[config.mk]
export PLATFORM = sky130hd
export DESIGN_NAME = sram_module_ctrl
export DESIGN_NICKNAME = d
export VERILOG_FILES = /design/src/rtl/sram_module_ctrl.sv
export SDC_FILE = /design/constraint.sdc
export NUM_CORES = 1
export LEC_CHECK = 0
export BUFFER_PORTS_ARGS = -buffer_cell sky130_fd_sc_hd__clkbuf_2
export CAP_MARGIN = 30
export CORE_MARGIN = 2
export CORE_UTILIZATION = 43
export CTS_CLUSTER_SIZE = 20
export DETAILED_ROUTE_END_ITERATION = 10
export GPL_ROUTABILITY_DRIVEN = 1
export PLACE_DENSITY = 0.75
export SETUP_SLACK_MARGIN = 0.15
export SLEW_MARGIN = 20
export SYNTH_ARGS = -nofsm -noshare
export SYNTH_HDL_FRONTEND = slang
export SYNTH_SLANG_ARGS = --single-unit
[constraint.sdc]
create_clock -name clk -period 2.2 [get_ports clk]
set_input_delay 0 -clock clk [delete_from_list [all_inputs] [get_ports clk]]
set_output_delay 0 -clock clk [all_outputs]
set_load 0.02 [all_outputs]
[src/rtl/sram_module_ctrl.sv]
module sram_module_ctrl #(
  parameter int CLK_NS = 10,
  parameter int GRADE  = 70,
  parameter int AW     = 17,
  parameter int LANES  = 8
) (
  input  logic                 clk,
  input  logic                 rst_n,
  input  logic                 req_valid,
  input  logic                 req_write,
  input  logic [AW-1:0]        req_addr,
  input  logic [LANES*8-1:0]   req_wdata,
  input  logic [LANES-1:0]     req_be,
  output logic                 req_ready,
  output logic                 rsp_valid,
  output logic [LANES*8-1:0]   rsp_rdata,
  output logic                 mem_ce_n,
  output logic                 mem_oe_n,
  output logic [LANES-1:0]     mem_we_n,
  output logic [AW-1:0]        mem_addr,
  output logic [LANES*8-1:0]   mem_dq_out,
  output logic                 mem_dq_oe,
  input  logic [LANES*8-1:0]   mem_dq_in
);
  localparam int DW     = LANES * 8;
  localparam int T_WP   = (GRADE == 100) ? 70 : 55;
  localparam int T_AW   = (GRADE == 100) ? 80 : 60;
  localparam int T_DW   = (GRADE == 100) ? 40 : 30;
  localparam int T_AA   = (GRADE == 100) ? 100 : 70;
  localparam int T_OHZ  = (GRADE == 100) ? 30 : 25;
  localparam int T_WIN  = (T_WP > T_AW) ? ((T_WP > T_DW) ? T_WP : T_DW)
                                        : ((T_AW > T_DW) ? T_AW : T_DW);
  localparam int WP_RAW = (T_WIN + CLK_NS - 1) / CLK_NS;
  localparam int RD_RAW = (T_AA + CLK_NS - 1) / CLK_NS;
  localparam int TA_CYC = (T_OHZ + CLK_NS - 1) / CLK_NS;
  localparam int WP_CYC = (WP_RAW < 1) ? 1 : WP_RAW;
  localparam int RD_CYC = (RD_RAW < 1) ? 1 : RD_RAW;
  localparam int MAXC   = (WP_CYC > RD_CYC) ? ((WP_CYC > TA_CYC) ? WP_CYC : TA_CYC)
                                            : ((RD_CYC > TA_CYC) ? RD_CYC : TA_CYC);
  localparam int CW     = $clog2(MAXC + 1);

  typedef enum logic [2:0] {S_IDLE, S_TURN, S_WSET, S_WSTB, S_WREC, S_READ} st_t;

  st_t            st, st_n;
  logic [CW-1:0]  cnt, cnt_n;
  logic           after_rd;
  logic [LANES-1:0] be_q;
  logic           take;
  logic           last_rd;

  assign take    = req_valid && req_ready;
  assign last_rd = (st == S_READ) && (cnt == '0);

  always_comb begin
    st_n  = st;
    cnt_n = cnt;
    case (st)
      S_IDLE:
        if (take) begin
          if (!req_write) begin
            st_n  = S_READ;
            cnt_n = CW'(RD_CYC - 1);
          end else if (after_rd && TA_CYC > 0) begin
            st_n  = S_TURN;
            cnt_n = CW'(TA_CYC - 1);
          end else begin
            st_n = S_WSET;
          end
        end
      S_TURN:
        if (cnt == '0) st_n = S_WSET;
        else cnt_n = cnt - 1'b1;
      S_WSET: begin
        st_n  = S_WSTB;
        cnt_n = CW'(WP_CYC - 1);
      end
      S_WSTB:
        if (cnt == '0) st_n = S_WREC;
        else cnt_n = cnt - 1'b1;
      S_WREC: st_n = S_IDLE;
      S_READ:
        if (cnt == '0) st_n = S_IDLE;
        else cnt_n = cnt - 1'b1;
      default: st_n = S_IDLE;
    endcase
  end

  always_ff @(posedge clk or negedge rst_n) begin
    if (!rst_n) begin
      st         <= S_IDLE;
      cnt        <= '0;
      after_rd   <= 1'b0;
      be_q       <= '0;
      mem_addr   <= '0;
      mem_dq_out <= '0;
      req_ready  <= 1'b1;
      rsp_valid  <= 1'b0;
      rsp_rdata  <= '0;
      mem_ce_n   <= 1'b1;
      mem_oe_n   <= 1'b1;
      mem_we_n   <= '1;
      mem_dq_oe  <= 1'b0;
    end else begin
      st  <= st_n;
      cnt <= cnt_n;
      if (take) begin
        after_rd   <= !req_write;
        be_q       <= req_be;
        mem_addr   <= req_addr;
        mem_dq_out <= req_wdata;
      end
      rsp_valid <= last_rd;
      if (last_rd) rsp_rdata <= mem_dq_in;
      req_ready <= (st_n == S_IDLE);
      mem_ce_n  <= !(st_n inside {S_WSET, S_WSTB, S_WREC, S_READ});
      mem_oe_n  <= (st_n != S_READ);
      mem_dq_oe <= (st_n inside {S_WSET, S_WSTB, S_WREC});
      mem_we_n  <= (st_n == S_WSTB) ? ~be_q : '1;
    end
  end


  strobe_decode_chk: assert property (@(posedge clk) disable iff (!rst_n)
    (mem_we_n != '1) |-> (!mem_ce_n && mem_oe_n && mem_dq_oe));


  no_contention_chk: assert property (@(posedge clk) disable iff (!rst_n)
    !(mem_dq_oe && !mem_oe_n));


  drive_before_strobe_chk: assert property (@(posedge clk) disable iff (!rst_n)
    $rose(mem_dq_oe) |-> (mem_we_n == '1));


  release_after_strobe_chk: assert property (@(posedge clk) disable iff (!rst_n)
    $fell(mem_dq_oe) |-> ($past(mem_we_n) == '1));


  turnaround_chk: assert property (@(posedge clk) disable iff (!rst_n)
    $rose(mem_dq_oe) |-> $past(mem_oe_n));


  stable_window_chk: assert property (@(posedge clk) disable iff (!rst_n)
    (mem_we_n != '1 && $past(mem_we_n) != '1) |-> ($stable(mem_addr) && $stable(mem_dq_out)));


  single_pulse_chk: assert property (@(posedge clk) disable iff (!rst_n)
    rsp_valid |=> !rsp_valid);


  busy_after_take_chk: assert property (@(posedge clk) disable iff (!rst_n)
    (req_valid && req_ready) |=> !req_ready);
endmodule

==> results of run 1 <==
final cells by class:
cell class	count	area, sq um
clock buffers	17	425.4
inverters	2	7.507
clock inverters	15	191.4
fillers	1025	4791
multi-input cells	212	2277
diodes	1	2.502
well taps	216	270.3
flip-flops and latches	173	4343
repair buffers	485	3347
worst register-to-register path, cell delays in order (launching register included):
cell     delay [ns]
dfrtp_1        0.41
inv_1          0.09
ha_1           0.17
nor2b_2        0.19
nand2_2        0.11
nor2_4         0.17
buf_12         0.18
buf_12         0.18
mux2_4         0.32
how the worst max path moves through the flow:
stage / endpoint / slack (ns) / cells after the start
after floorplan: mem_dq_oe / 0.51 / 7
after CTS: rsp_rdata[10] / 0.22 / 8
after global placement: rsp_rdata[10] / 0.31 / 8
final: rsp_rdata[47] / 0.28 / 8
after detailed placement: rsp_rdata[51] / 0.22 / 8
after global routing: rsp_rdata[47] / 0.20 / 8
synthesized netlist by cell type, types with 2 or more instances:
cell type	count
a21oi_1	8
buf_12	6
buf_2	11
clkbuf_1	2
dfrtp_1	162
dfstp_2	11
ha_1	3
inv_1	2
mux2_2	104
mux2_4	49
nand2_1	14
nand2b_1	5
nand3_1	3
nor2_1	3
nor4_1	2
o21ai_0	2
o21bai_1	2
or2_2	2
flip-flops by register name, summed over array words and instances, names as in the netlist, 3 cells and up:
signal and cells:
be_q 8, cnt 3, mem_addr 17, mem_dq_out 64, mem_we_n 8, rsp_rdata 64
st 3
power by group through the flow:
stage	combinational (mW)	clock [mW]	sequential (mW)
2_1_floorplan	2.28	0	7.46
3_3_place_gp	6.18	0	5.72
3_5_place_dp	6.37	0	5.79
4_1_cts	6.61	3.13	5.76
5_1_grt	7.07	3.26	6.02
6_report	6.69	3.07	5.85
through the flow:
stage	cells	setup slack, ns	hold slack, ns	instance area [sq um]	power [mW]
global route	1121	0.1973	0.1937	10860	16.35
finish	1121	0.2823	0.1566	10860	15.61
floorplan	407	0.5066	-0.2956	6810	9.742
global placement	929	0.3096	-0.2016	8641	11.89
CTS	1118	0.2181	0.1558	10830	15.50
detailed placement	929	0.2185	-0.2017	8641	12.17
metal layers:
| layer | vias up | wire [um] | part of all wire, % | track usage (%) |
|---|---|---|---|---|
| li1 | 2398 | - | - | - |
| met1 | 2692 | 7512 | 36 | 25.40 |
| met2 | 262 | 10830 | 52 | 43.49 |
| met3 | 69 | 1291 | 6.2 | 6.027 |
| met4 | 0 | 1123 | 5.4 | 14.17 |
| met5 | - | 0 | 0 | 0 |
cell families after synthesis:
kind of cell             count (synthesis)  synth area share [%]
XOR/XNOR                                 1                0.1286
AND/OR/NAND/NOR                         36                 2.756
flip-flops                             173                 63.77
buffers and inverters                   22                 2.903
adder cells (fa/ha/maj)                  3                0.5512
multiplexers                           153                 28.00
AO/OA/AOI/OAI                           19                 1.892
what timing repair did:
item,4_1_cts,5_1_grt
endpoints found under the setup margin,0,38
hold endpoints to repair,322,0
setup buffers,0,1
hold buffers,157,0
==> metrics.csv, run 1 <==
stage,metric,value,unit
floorplanning,I/O pin cnt,315,
floorplanning,Core ar.,0.01566,sq mm
critical_path,Top delay family on crit path,simple AND/OR/NAND/NOR gates,
sta,fmax,521.5,MHz
global_route,initial antenna violation count,1,
drt,total wire length,20.76,mm
yosys,post-synthesis register bit count,173,
critical_path,crit path buf inv count,3,
drt,wire length per cell,18.52,um
critical_path,cell repeated most along the worst path,buf_12,
yosys,Main synth FF type,dfrtp_1,
cts,number of CTS-inserted buffers,17,
drt,drt drc,0,
final_layout,layout net count,1051,
power_and_ir_drop,VDD IR max,0.0007728,V
min_path,Worst Hold Class,input port to async pin,
placed_design,routability cong.,0.8024,
critical_path,CP Launch Type,flip-flop,
final_layout,Layout area overhead,59.53,%
critical_path,"slowest stage delay, CP",0.41,ns
power_and_ir_drop,Comb pwr share,42.8,%
drt,Starting DRT DRC Count,197,
global_route,largest net degree at the start of global routing,104,
placed_design,DPL Wire Length,12.37,mm
final_layout,"most common cell after layout, fill and taps aside",clkbuf_2,
global_route,All-Layer GR Usage,24.08,%
critical_path,Crit Path Max Fanout,15,
sta,Final period util,87.17,%
global_route,vias in the first global route,5841,
sta,Setup Skew,0.01180,ns
drt,DR pass1 iterations,4,
sta,Final Hold Fails,0,
critical_path,Worst R2R Path Depth,8,
yosys,yosys warns,0,
global_route,grt ovf,0,
power_and_ir_drop,Clock power frac,19.6,%
cts,number of H-tree levels,4,
yosys,syn_nets,567,
yosys,Synth area leaders,"dfrtp_1, mux2_2, mux2_4",
job,max cap viols,0,
power_and_ir_drop,leakage,5.307,nW
floorplanning,Die Footprint,0.01686,sq mm
yosys,Synth cell types,34,
floorplanning,Row Count,46,
floorplanning,starting density of the core,43.50,%
yosys,Post-Synthesis Cells,407,
power_and_ir_drop,Sw Share,39.44,%
critical_path,crit path capture type,flip-flop,
placed_design,count of input and output buffers,314,
critical_path,Worst Setup SP,cnt[0],
cts,CTS tree,yes,
global_route,first-pass GRT wire length,30.61,mm
sta,Worst Max-Slew Pin Slew,0.5646,ns
critical_path,worst r2r src,cnt[0],
cts,Clock Latency Late Sink,0.42,ns
critical_path,CP max stage cell,dfrtp_1,
sta,Final setup violation count,0,
final_layout,post-layout util,69.40,%
yosys,"Cell Area, Synth",0.006810,sq mm
sta,RSZ-0062 raised after global routing,no,
drt,antenna-violating nets left,0,
power_and_ir_drop,Internal,9.453,mW
power_and_ir_drop,Sequential Power Share,37.5,%
sta,Max-slew headroom,62.36,%
critical_path,Worst Path Required,2.50,ns
power_and_ir_drop,pwr dens,1437,mW/mm^2
sta,minimum clock period,1.918,ns
yosys,Post-synth EDFFs,0,
floorplanning,die width,129.9,um
critical_path,worst-path cell chain,inv_1 -> ha_1 -> nor2b_2 -> nand2_2 -> nor2_4 -> buf_12 -> buf_12 -> mux2_4,
final_layout,layout cell share with drive strength beyond 1,58.96,%
yosys,largest area contributor in the netlist,dfrtp_1,
yosys,Yosys top cell area share,59.53,%
cts,Clock transition at path regs,0.07,ns
yosys,post-synthesis sequential area ratio,63.77,%
cts,clock root cell,clkbuf_16,
critical_path,Setup Crit Path Kind,flip-flop to flip-flop,
drt,Vias,5421,
critical_path,CP Data Arrival Time,2.22,ns
power_and_ir_drop,Psw,6.157,mW
cts,Post-CTS Resized,0,
critical_path,R2R Setup Slk,0.28,ns
critical_path,FF-to-FF End,rsp_rdata[47],
final_layout,"commonest cells after routing, fill and taps aside","clkbuf_2, dfrtp_1, dlygate4sd3_1, mux2_2, mux2_4",
sta,Fin Setup TNS,0,ns
cts,# clock sinks,173,
cts,Clock Path Buffers,2,
yosys,syn avg cell area,16.73,sq um
yosys,"Async S/R FF share, synth",100.0,%
drt,vias per cell,4.836,
floorplanning,Die Y,129.9,um
outcome,result of the run,"complete, no violations",
sta,"Slew Viols, Final",0,
Note: power is estimated with default switching activity, not from simulation.
==> inputs of run 2 (changes only) <==
Settings changed: GPL_ROUTABILITY_DRIVEN 1 to default.
Clock period 2.2 ns to 1.9 ns, I/O delays scaled along.
==> metrics.csv, run 2 (synthesized netlist as in run 1, its figures left out) <==
stage,metric,value,unit,change
outcome,result of the run,"complete, no violations",,
critical_path,worst-path cell chain,inv_2 -> ha_4 -> nor2b_4 -> nand2_2 -> nor2_4 -> buf_12 -> buf_12 -> buf_16 -> mux2_4,,
cts,clock root cell,clkbuf_16,,
final_layout,"most common cell after layout, fill and taps aside",clkbuf_2,,
global_route,All-Layer GR Usage,24.65,%,+0.58 points
power_and_ir_drop,Sequential Power Share,37.2,%,-0.3 points
critical_path,CP Launch Type,flip-flop,,
critical_path,Setup Crit Path Kind,flip-flop to flip-flop,,
drt,antenna-violating nets left,0,,unchanged
placed_design,count of input and output buffers,314,,unchanged
cts,Clock Path Buffers,2,,unchanged
critical_path,CP max stage cell,dfrtp_1,,
floorplanning,die width,129.9,um,unchanged
critical_path,worst r2r src,cnt[0],,
critical_path,Worst R2R Path Depth,9,,+1
cts,number of H-tree levels,4,,unchanged
floorplanning,starting density of the core,43.50,%,unchanged
cts,# clock sinks,173,,unchanged
final_layout,largest registers,"mem_dq_out: 64 flops, rsp_rdata: 64 flops, mem_addr: 17 flops",,
sta,"Slew Viols, Final",0,,unchanged
floorplanning,Die Footprint,0.01686,sq mm,unchanged
power_and_ir_drop,VDD IR max,0.0007802,V,+0.96%
final_layout,layout cell share with drive strength beyond 1,60.61,%,+1.6 points
critical_path,Crit Path Max Fanout,6,,-9
critical_path,CP Data Arrival Time,2.07,ns,-0.15 ns
power_and_ir_drop,Clock power frac,18.5,%,-1.1 points
final_layout,Layout area overhead,64.25,%,
cts,number of CTS-inserted buffers,17,,unchanged
final_layout,design area,0.01119,sq mm,+3.0%
drt,vias per cell,4.718,,-2.4%
sta,Max-slew headroom,66.17,%,+3.8 points
critical_path,FF-to-FF End,rsp_rdata[1],,
sta,Worst Max-Slew Pin Slew,0.5074,ns,-0.05718 ns
global_route,grt ovf,0,,unchanged
drt,Starting DRT DRC Count,235,,+19%
min_path,Worst Hold Class,input port to async pin,,
sta,setup ws final,0.1269,ns,-0.1555 ns
global_route,first-pass GRT wire length,31.51,mm,+2.9%
drt,drt drc,0,,unchanged
sta,Final period util,93.32,%,+6.2 points
critical_path,cell repeated most along the worst path,buf_12,,
critical_path,"slowest stage delay, CP",0.40,ns,about the same
global_route,initial antenna violation count,0,,-1
placed_design,pre-CTS WS,-0.01142,ns,-0.2299 ns
placed_design,DPL Wire Length,12.23,mm,-1.2%
final_layout,"commonest cells after routing, fill and taps aside","clkbuf_2, dfrtp_1, dlygate4sd3_1, mux2_2, mux2_4",,
floorplanning,Core ar.,0.01566,sq mm,unchanged
floorplanning,Row Count,46,,unchanged
cts,CTS tree,yes,,
placed_design,routability cong.,0.8081,,+0.71%
drt,Vias,5379,,-0.77%
critical_path,crit path capture type,flip-flop,,
critical_path,crit path buf inv count,4,,+1
global_route,vias in the first global route,5874,,+0.56%
sta,RSZ-0062 raised after global routing,yes,,
drt,wire length per cell,18.68,um,+0.87%
final_layout,layout net count,1071,,+1.9%
placed_design,dpl cell area,0.008658,sq mm,+0.20%
critical_path,R2R Setup Slk,0.13,ns,-0.16 ns
power_and_ir_drop,Sw Share,38.78,%,-0.66 points
global_route,largest net degree at the start of global routing,70,,-33%
final_layout,ANT cells,0,,-1
sta,Final setup violation count,0,,unchanged
cts,Clock transition at path regs,0.07,ns,about the same
power_and_ir_drop,Psw,7.081,mW,+15%
drt,total wire length,21.30,mm,+2.6%
floorplanning,Die Y,129.9,um,unchanged
sta,Final Hold Fails,0,,unchanged
floorplanning,I/O pin cnt,315,,unchanged
drt,DR pass1 iterations,4,,unchanged
sta,Setup Skew,0.01548,ns,+0.003676 ns
critical_path,Worst Path Required,2.19,ns,-0.31 ns
job,max cap viols,0,,unchanged
power_and_ir_drop,leakage,5.467,nW,+3.0%
sta,fmax,564.0,MHz,+8.2%
power_and_ir_drop,Comb pwr share,44.3,%,+1.5 points
sta,minimum clock period,1.773,ns,-0.1445 ns
power_and_ir_drop,Internal,11.18,mW,+18%
power_and_ir_drop,pwr dens,1632,mW/mm^2,+14%
cts,Clock Latency Late Sink,0.42,ns,about the same
critical_path,Top delay family on crit path,buffers and inverters,,
==> run 2: repair_timing <==
item | 4_1_cts | 5_1_grt
gates cloned | 4 | 0
setup buffers | 11 | 4
endpoints found under the setup margin | 65 | 65
resized for setup | 28 | 10
endpoints found under the hold margin | 307 | 0
pin swaps | 2 | 2
hold buffers | 156 | 0
==> run 2: power by group through the flow <==
stage          combinational, mW  sequential (mW)  clock, mW
4_1_cts                     7.87             6.66       3.42
2_1_floorplan               2.65             8.64          0
5_1_grt                     8.56             6.96       3.61
3_3_place_gp                7.22             6.60          0
6_report                    8.09             6.79       3.38
3_5_place_dp                7.41             6.67          0
==> run 2: per-stage QoR <==
stage | util (%) | std cells | power [mW] | hold WS [ns] | setup TNS, ns
after detailed placement | 55.31 | 933 | 14.09 | -0.02433 | -0.03165
after global routing | 71.45 | 1140 | 19.13 | 0.1447 | 0
final | 71.45 | 1140 | 18.26 | 0.09521 | 0
after floorplan | - | 407 | 11.28 | -0.2956 | 0
after global placement | 55.31 | 933 | 13.82 | -0.03477 | 0
after CTS | 71.01 | 1136 | 17.95 | 0.09559 | 0
==> run 2: worst max path at each step <==
stage	end	start	slack (ns)	cells after the start
3_3_place_gp	rsp_rdata[35]	cnt[0]	0.04	7
2_1_floorplan	mem_dq_oe	req_ready	0.21	7
4_1_cts	rsp_rdata[23]	cnt[1]	0.1	9
5_1_grt	rsp_rdata[9]	cnt[0]	0.05	9
3_5_place_dp	rsp_rdata[32]	cnt[0]	-0.01	7
6_report	rsp_rdata[1]	cnt[0]	0.13	9
==> run 2: layout make-up <==
type,count,area [sq um]
fill,987,4469
sequential,173,4343
timing repair buffer,505,3633
multi-input combinational,212,2357
clock buffer,19,442.9
tap,216,270.3
clock inverter,13,131.4
inverter,2,7.507
==> run 2: metal layers <==
layer	global-route usage [%]	wire (um)
met5	0	0
met4	9.994	716
met3	6.232	1367
met2	45.27	11400
met1	27.25	7810
==> inputs of run 3 (changes only) <==
Settings changed: CTS_BUF_LIST from default to sky130_fd_sc_hd__clkbuf_8.
==> metrics.csv, run 3 (synthesized netlist as in run 1, its figures left out) <==
stage,metric,value,unit,change
outcome,result of the run,"complete, no violations",,
floorplanning,I/O pin cnt,315,,unchanged
critical_path,Setup Crit Path Kind,flip-flop to flip-flop,,
floorplanning,die width,129.9,um,unchanged
critical_path,Crit Path Max Fanout,7,,+1
drt,wire length per cell,19.54,um,+4.6%
cts,number of H-tree levels,4,,unchanged
drt,drt drc,0,,unchanged
drt,Starting DRT DRC Count,267,,+14%
placed_design,count of input and output buffers,314,,unchanged
floorplanning,Core ar.,0.01566,sq mm,unchanged
final_layout,Layout area overhead,61.91,%,
final_layout,layout cell share with drive strength beyond 1,60.65,%,about the same
cts,number of CTS-inserted buffers,17,,unchanged
placed_design,routability cong.,0.8081,,unchanged
critical_path,Worst Path Required,2.24,ns,+0.05 ns
floorplanning,Row Count,46,,unchanged
final_layout,ANT cells,0,,unchanged
power_and_ir_drop,Sequential Power Share,39.0,%,+1.8 points
sta,"Slew Viols, Final",0,,unchanged
cts,CTS tree,yes,,
power_and_ir_drop,Internal,10.41,mW,-6.9%
global_route,vias in the first global route,5912,,+0.65%
power_and_ir_drop,Psw,7.093,mW,+0.18%
global_route,All-Layer GR Usage,24.68,%,+0.027 points
global_route,largest net degree at the start of global routing,70,,unchanged
sta,minimum clock period,1.782,ns,+0.008550 ns
drt,DR pass1 iterations,4,,unchanged
drt,WL met1,8.197,mm,+5.0%
critical_path,CP Data Arrival Time,2.13,ns,+0.06 ns
critical_path,crit path capture type,flip-flop,,
drt,vias per cell,4.818,,+2.1%
floorplanning,Die Footprint,0.01686,sq mm,unchanged
sta,Max-slew headroom,66.32,%,+0.15 points
sta,fmax,561.3,MHz,-0.48%
sta,Final period util,93.77,%,+0.45 points
floorplanning,Die Y,129.9,um,unchanged
final_layout,largest registers,"mem_dq_out: 64 flops, rsp_rdata: 64 flops, mem_addr: 17 flops",,
power_and_ir_drop,Clock power frac,14.3,%,-4.2 points
final_layout,"most common cell after layout, fill and taps aside",clkbuf_2,,
global_route,grt ovf,0,,unchanged
global_route,initial antenna violation count,0,,unchanged
sta,Final Hold Fails,0,,unchanged
floorplanning,starting density of the core,43.50,%,unchanged
cts,clock root cell,clkbuf_8,,
critical_path,CP Launch Type,flip-flop,,
sta,Worst Max-Slew Pin Slew,0.5052,ns,-0.002276 ns
drt,WL met2,11.99,mm,+5.1%
drt,highest routed layer,met4,,
drt,total wire length,22.30,mm,+4.7%
power_and_ir_drop,Comb pwr share,46.7,%,+2.4 points
sta,RSZ-0062 raised after global routing,yes,,
power_and_ir_drop,Sw Share,40.53,%,+1.8 points
sta,Fin Setup TNS,0,ns,unchanged
placed_design,DPL Wire Length,12.23,mm,unchanged
cts,Clock transition at path regs,0.10,ns,+0.03 ns
final_layout,post-layout util,70.44,%,-1.0 points
power_and_ir_drop,VDD IR max,0.0007135,V,-8.6%
min_path,Worst Hold Class,input port to async pin,,
cts,Clock Path Buffers,2,,unchanged
sta,Final setup violation count,0,,unchanged
power_and_ir_drop,leakage,5.398,nW,-1.3%
job,max cap viols,0,,unchanged
drt,antenna-violating nets left,0,,unchanged
final_layout,"commonest cells after routing, fill and taps aside","clkbuf_2, dfrtp_1, dlygate4sd3_1, mux2_2, mux2_4",,
cts,Clock Latency Late Sink,0.45,ns,+0.03 ns
drt,Vias,5497,,+2.2%
global_route,first-pass GRT wire length,31.28,mm,-0.70%
final_layout,layout net count,1072,,+0.093%
sta,Setup Skew,0.02297,ns,+0.007495 ns
power_and_ir_drop,pwr dens,1587,mW/mm^2,-2.8%
sta,Hold WS,0.06142,ns,-0.03378 ns
drt,met3 WL post-DR,1.389,mm,+1.6%
cts,# clock sinks,173,,unchanged
run 3: metal layers:
| layer | vias up | GRT usage [%] |
|---|---|---|
| li1 | 2434 | - |
| met1 | 2732 | 27.14 |
| met2 | 277 | 44.26 |
| met3 | 54 | 5.822 |
| met4 | 0 | 13.16 |
| met5 | - | 0 |
run 3: path summary, 6_finish.rpt:
kind | start | end | slack, ns | depth (start not counted)
worst min-delay path | rst_n | rsp_rdata[25] | 0.06 | 2
worst max-delay path | cnt[0] | rsp_rdata[10] | 0.12 | 9
worst max register to register | cnt[0] | rsp_rdata[10] | 0.12 | 9
worst min register to register | be_q[2] | mem_we_n[2] | 0.38 | 1
min in group clk | mem_dq_in[53] | rsp_rdata[53] | 0.32 | 3
max in group asynchronous | rst_n | mem_oe_n | 1.06 | 3
run 3: area by class of cell:
| cell class | count | area [sq um] |
|---|---|---|
| sequential | 173 | 4343 |
| clock buffer | 18 | 247.7 |
| fill | 1023 | 4628 |
| tap | 216 | 270.3 |
| inverter | 2 | 7.507 |
| multi-input combinational | 212 | 2361 |
| clock inverter | 14 | 135.1 |
| timing repair buffer | 506 | 3662 |
run 3: power by group through the flow:
| stage | Sequential, mW | Combinational, mW | Clock, mW |
|---|---|---|---|
| 3_5_place_dp | 6.67 | 7.41 | 0 |
| 6_report | 6.82 | 8.18 | 2.51 |
| 2_1_floorplan | 8.64 | 2.65 | 0 |
| 3_3_place_gp | 6.60 | 7.22 | 0 |
| 4_1_cts | 6.64 | 7.87 | 2.54 |
| 5_1_grt | 6.99 | 8.65 | 2.73 |
run 3: metrics by stage:
step	area [sq um]	worst slack, ns	total power, mW	instances
2_1_floorplan	6810	0.2066	11.28	407
3_3_place_gp	8658	0.03608	13.82	933
3_5_place_dp	8658	-0.01142	14.09	933
4_1_cts	10920	0.1044	17.06	1136
5_1_grt	11030	0.01990	18.37	1141
6_report	11030	0.1183	17.50	1141
run 3: worst max-delay path, cell delays in order, from the launching register on:
cell and delay, ns:
dfrtp_1 0.41, inv_2 0.09, ha_4 0.12, nor2b_4 0.14
nand2_2 0.08, nor2_4 0.13, buf_12 0.14, buf_4 0.14
buf_16 0.13, mux2_4 0.31
run 3: what timing repair did:
action	CTS	global route
setup buffers	11	4
hold buffers	156	0
resized for setup	27	13
pin swaps	2	2
endpoints found under the setup margin	65	65
gates cloned	4	1
endpoints found under the hold margin	320	0
